### src/rtl/awd_pkg.sv
package awd_pkg;
   typedef enum logic [1:0] {
      SP_NONE = 2'b00,
      SP_A24  = 2'b01,
      SP_A32  = 2'b10,
      SP_RSVD = 2'b11
   } space_e;

   localparam logic [15:0] OFFSET_REG_ADDR = 16'h0006;
endpackage

### src/rtl/awd_offset_reg.sv
module awd_offset_reg #(
   parameter int unsigned           OFS_W    = 16,
   parameter int unsigned           RA_W     = 16,
   parameter logic [RA_W-1:0]       REG_ADDR = 16'h0006
) (
   input  logic             clk,
   input  logic             hard_rst,
   input  logic             reg_wr,
   input  logic             reg_byte,
   input  logic [RA_W-1:0]  reg_addr,
   input  logic [OFS_W-1:0] reg_wdata,
   output logic [OFS_W-1:0] offset
);
   localparam int unsigned     HALF    = OFS_W / 2;
   localparam logic [RA_W-1:0] LO_ADDR = REG_ADDR + 1'b1;

   logic hit_hi, hit_lo;
   assign hit_hi = (reg_addr == REG_ADDR);
   assign hit_lo = (reg_addr == LO_ADDR);

   always_ff @(posedge clk) begin
      if (hard_rst) begin
         offset <= '0;
      end else if (reg_wr) begin
         if (!reg_byte && hit_hi)
            offset <= reg_wdata;
         else if (reg_byte && hit_hi)
            offset[OFS_W-1:HALF] <= reg_wdata[HALF-1:0];
         else if (reg_byte && hit_lo)
            offset[HALF-1:0] <= reg_wdata[HALF-1:0];
      end
   end
endmodule

### src/rtl/awd_mask_gen.sv
module awd_mask_gen #(
   parameter int unsigned OFS_W  = 16,
   parameter int unsigned SIZE_W = 4
) (
   input  logic [SIZE_W-1:0] size,
   output logic [OFS_W-1:0]  mask
);
   for (genvar i = 0; i < OFS_W; i++) begin : g_bit
      localparam int unsigned DIST = OFS_W - 1 - i;
      assign mask[i] = ({1'b0, size} >= (SIZE_W+1)'(DIST));
   end
endmodule

### src/rtl/awd_compare.sv
module awd_compare
   import awd_pkg::*;
#(
   parameter int unsigned OFS_W   = 16,
   parameter int unsigned ADDR_W  = 32,
   parameter int unsigned A24_LSB = 8
) (
   input  logic                      clk,
   input  logic                      hard_rst,
   input  logic                      soft_rst,
   input  logic                      mode_a32,
   input  logic                      bus_avalid,
   input  logic [1:0]                bus_space,
   input  logic [ADDR_W-1:A24_LSB]   bus_addr,
   input  logic [OFS_W-1:0]          offset,
   input  logic [OFS_W-1:0]          mask,
   output logic                      sel
);
   logic [OFS_W-1:0] field;
   logic             space_ok, hit;

   assign field    = mode_a32 ? bus_addr[ADDR_W-1 -: OFS_W]
                              : bus_addr[A24_LSB+OFS_W-1 -: OFS_W];
   assign space_ok = mode_a32 ? (bus_space == SP_A32) : (bus_space == SP_A24);
   assign hit      = bus_avalid && space_ok && (((field ^ offset) & mask) == '0);

   always_ff @(posedge clk) begin
      if (hard_rst || soft_rst) sel <= 1'b0;
      else                      sel <= hit;
   end
endmodule

### src/rtl/addr_window_decoder.sv
module addr_window_decoder
   import awd_pkg::*;
#(
   parameter int unsigned OFS_W  = 16,
   parameter int unsigned SIZE_W = 4,
   parameter int unsigned ADDR_W = 32,
   parameter int unsigned A24_W  = 24,
   parameter int unsigned RA_W   = 16
) (
   input  logic                     clk,
   input  logic                     hard_rst,
   input  logic                     soft_rst,
   input  logic                     reg_wr,
   input  logic                     reg_byte,
   input  logic [RA_W-1:0]          reg_addr,
   input  logic [OFS_W-1:0]         reg_wdata,
   output logic [OFS_W-1:0]         reg_rdata,
   input  logic                     mode_a32,
   input  logic [SIZE_W-1:0]        size,
   input  logic                     bus_avalid,
   input  logic [1:0]               bus_space,
   input  logic [ADDR_W-1:A24_W-OFS_W] bus_addr,
   output logic                     sel
);
   localparam int unsigned     A24_LSB  = A24_W - OFS_W;
   localparam logic [RA_W-1:0] REG_ADDR = RA_W'(OFFSET_REG_ADDR);
   localparam logic [RA_W-1:0] LO_ADDR  = REG_ADDR + 1'b1;

   if (OFS_W % 2 != 0) begin : g_bad_even
      $error("OFS_W must be even for byte lanes");
   end
   if ((1 << SIZE_W) < OFS_W) begin : g_bad_size
      $error("SIZE_W too narrow to span OFS_W");
   end
   if (A24_W <= OFS_W || ADDR_W < A24_W) begin : g_bad_addr
      $error("address widths inconsistent with OFS_W");
   end

   logic [OFS_W-1:0] offset, mask;

   awd_offset_reg #(.OFS_W(OFS_W), .RA_W(RA_W), .REG_ADDR(REG_ADDR)) i_reg (
      .clk(clk), .hard_rst(hard_rst), .reg_wr(reg_wr), .reg_byte(reg_byte),
      .reg_addr(reg_addr), .reg_wdata(reg_wdata), .offset(offset)
   );

   awd_mask_gen #(.OFS_W(OFS_W), .SIZE_W(SIZE_W)) i_mask (
      .size(size), .mask(mask)
   );

   awd_compare #(.OFS_W(OFS_W), .ADDR_W(ADDR_W), .A24_LSB(A24_LSB)) i_cmp (
      .clk(clk), .hard_rst(hard_rst), .soft_rst(soft_rst), .mode_a32(mode_a32),
      .bus_avalid(bus_avalid), .bus_space(bus_space), .bus_addr(bus_addr),
      .offset(offset), .mask(mask), .sel(sel)
   );

   assign reg_rdata = (reg_addr == REG_ADDR || reg_addr == LO_ADDR) ? offset : '0;
endmodule

### config.mk
export PLATFORM = sky130hd
export DESIGN_NAME = addr_window_decoder
export DESIGN_NICKNAME = d
export VERILOG_FILES = /design/src/rtl/awd_pkg.sv /design/src/rtl/awd_offset_reg.sv /design/src/rtl/awd_mask_gen.sv /design/src/rtl/awd_compare.sv /design/src/rtl/addr_window_decoder.sv
export SDC_FILE = /design/constraint.sdc
export NUM_CORES = 1
export LEC_CHECK = 0
export ABC_AREA = 1
export BUFFER_PORTS_ARGS = -buffer_cell sky130_fd_sc_hd__buf_2
export CORE_MARGIN = 3
export CORE_UTILIZATION = 32
export DETAILED_ROUTE_END_ITERATION = 16
export PLACE_DENSITY_LB_ADDON = 0.05
export SYNTH_ARGS = -nofsm -noshare
export SYNTH_HDL_FRONTEND = slang
export SYNTH_SLANG_ARGS = --single-unit
export TNS_END_PERCENT = 1
### constraint.sdc
create_clock -name clk -period 1.2 [get_ports clk]
set_input_delay 0.06 -clock clk [delete_from_list [all_inputs] [get_ports clk]]
set_output_delay 0.06 -clock clk [all_outputs]
set_load 0.02 [all_outputs]
==> impl_metrics.env <==
export IMPL_status="completed"
export IMPL_fp_dieW_um=76.11
export IMPL_pwr_share_clk_pct=33.0
export IMPL_slew_headroom_pct=70.29
export IMPL_rsz0062_at_grt="true"
export IMPL_post_drt_wl_per_cell_um=10.98
export IMPL_r2r_start="i_reg.offset[3]"
export IMPL_drc=0
export IMPL_grt_max_degree=18
export IMPL_cts_tree="yes"
export IMPL_cts_made_buffers=3
export IMPL_intPower_mw=0.9525
export IMPL_wl_mm=4.909
export IMPL_grt_pass1_wl_mm=8.073
export IMPL_clock_path_buffers=2
export IMPL_power_density_nw_per_um2=621.2
export IMPL_worst_endpoint_required_ps=1140
export IMPL_postLayoutCellArea_um2=2178
export IMPL_syn_area_um2=1573
export IMPL_pwr_share_comb_pct=25.4
export IMPL_path_class="in2out"
export IMPL_holdBufCountCts=0
export IMPL_startpoint="reg_addr[11]"
export IMPL_holdWs_ps=38.19
export IMPL_synth_seq_area_share_pct=21.64
export IMPL_place_gp_congestion=0.8404
export IMPL_track_usage_pct=16.86
export IMPL_clock_fmax_mhz=902.4
export IMPL_seq_area_um2=340.3
export IMPL_port_buffers=85
export IMPL_worstMarginPinSlew_ps=445.1
export IMPL_cts_clk_slew_worst_paths_ps=70
export IMPL_final_common_cell="nand2_1"
export IMPL_setup_violations=0
export IMPL_worst_clock_skew_ps=3.546
export IMPL_root_buffer="clkbuf_8"
export IMPL_drive_above_1_share_pct=28.80
export IMPL_antenna_found_initial=0
export IMPL_path_max_fanout=16
export IMPL_dp_hpwl_mm=4.082
export IMPL_start_util_pct=34.69
export IMPL_fin_crit_sh_pct=92.34
export IMPL_nets=452
export IMPL_htreeDepth=1
export IMPL_die_h_um=76.11
export IMPL_overflow=0
export IMPL_pwr_share_seq_pct=41.7
export IMPL_p_total_mw=1.353
export IMPL_multi_input_area_um2=1035
export IMPL_syn_nets=364
export IMPL_vias=2010
export IMPL_antenna_left=0
export IMPL_utilization_pct=48.04
export IMPL_worstHoldStart="reg_wdata[1]"
export IMPL_avgSynthCellArea_um2=5.331
export IMPL_place_area_um2=2098
export IMPL_ys_types=19
export IMPL_maxCapViolCount=0
export IMPL_io_pins=86
export IMPL_dieArea_um2=5792
export IMPL_fin_crit_ps=1108
export IMPL_final_cell_mix="98 x nand2_1, 78 x buf_2, 49 x nor2_1"
export IMPL_p_leak_nw=1.209
export IMPL_avgViaCountPerCell=4.497
export IMPL_start_kind="input port"
export IMPL_ys_seq_elements=17
export IMPL_nFillCells=526
export IMPL_syn_to_final_growth_pct=38.50
export IMPL_clock_sinks=17
export IMPL_p_switching_mw=0.4007
export IMPL_clock_latency_ps=260
export IMPL_netlist_instances=295
export IMPL_first_iter_violations=87
export IMPL_synth_warning_count=0
export IMPL_switching_share_pct=29.61
export IMPL_crit_arrival_ps=1050
export IMPL_coreArea_um2=4534
export IMPL_grt_pass1_vias=1819
export IMPL_vdd_drop_max_mv=0.4695
export IMPL_n_antenna_cell=0
export IMPL_end_kind="output port"
export IMPL_hold_viol_final=0
export IMPL_slew_violations=0
export IMPL_fp_row_count=24
export IMPL_worstHoldPathType="in2reg"
export IMPL_firstDrtPassIters=4
-- critical path, cell delays in order --
cell and delay (ps):
buf_2 90, nor2_1 90, nand2_1 90, nor2_4 170
o21ai_2 90, buf_12 160, nor2_1 110, buf_2 180
-- path summary, 6_finish.rpt --
path                            slack (ps)         endpoint  depth (start not counted)
worst max register to register         180        i_cmp.sel                          7
worst min register to register         560  i_reg.offset[8]                          2
worst min-delay path                    40  i_reg.offset[1]                          3
worst max-delay path                    90     reg_rdata[4]                          8
-- area by class of cell --
class | instances | area share, %
clock buffer | 3 | 1.895
clock inverter | 1 | 0.2298
inverter | 40 | 6.893
multi-input combinational | 230 | 47.50
sequential | 17 | 15.62
tap | 65 | 3.733
timing repair buffer | 91 | 24.12
-- stage by stage --
| step | setup slack (ps) | TNS [ps] | cells |
|---|---|---|---|
| final | 91.90 | 0 | 447 |
| after global routing | -7.161 | -13.94 | 447 |
| after CTS | 47.72 | 0 | 447 |
| after detailed placement | 16.63 | 0 | 443 |
| after global placement | 26.64 | 0 | 443 |
| after floorplan | 109.6 | 0 | 295 |
-- power by group through the flow --
stage / logic [mW] / clock network (mW) / registers, mW
finish: 0.343 / 0.446 / 0.564
global route: 0.398 / 0.483 / 0.563
CTS: 0.345 / 0.456 / 0.564
detailed placement: 0.343 / 0 / 0.577
global placement: 0.342 / 0 / 0.577
floorplan: 0.186 / 0 / 0.577
-- registers in the layout, summed over array words and instances (netlist names) --
name,cells
i_cmp.sel,1
i_reg.offset,16
-- Yosys cell counts --
cell type / instances / area share [%]
o21ai_0: 27 / 8.6
o21ai_1: 2 / 0.64
nand4_1: 3 / 1.2
dfxtp_1: 17 / 22
inv_1: 39 / 9.3
buf_2: 3 / 0.95
nor2_1: 53 / 13
buf_6: 3 / 2.1
inv_2: 1 / 0.24
nand2_1: 99 / 24
buf_4: 2 / 0.95
nand3_1: 24 / 7.6
nor3b_1: 1 / 0.48
nand2_4: 2 / 1.4
o211ai_1: 2 / 0.95
nor2_4: 3 / 2.1
nand2_2: 2 / 0.80
nand3_4: 1 / 1.1
a21oi_1: 11 / 3.5
-- logic make-up after synthesis --
| family | after synthesis | synth area share (%) |
|---|---|---|
| buffers and inverters | 48 | 13.60 |
| AO/OA/AOI/OAI | 42 | 13.68 |
| AND/OR/NAND/NOR | 188 | 51.07 |
| flip-flops | 17 | 21.64 |
-- per-layer routing --
layer | share of wire [%] | wire, um | up-vias | global-route usage, %
met2 | 45 | 2201 | 67 | 27.57
met5 | 0 | 0 | - | 0
met3 | 8.3 | 407 | 5 | 4.019
met4 | 1.0 | 50 | 0 | 3.804
met1 | 46 | 2250 | 848 | 22.46
li1 | - | - | 1090 | -
-- repair_timing --
item | in CTS | in global routing
setup buffers | 0 | 0
gates resized for setup | 0 | 13
endpoints found under the setup margin | 0 | 16
hold endpoints to repair | 0 | 0
Power figures use the tool's default switching activity.
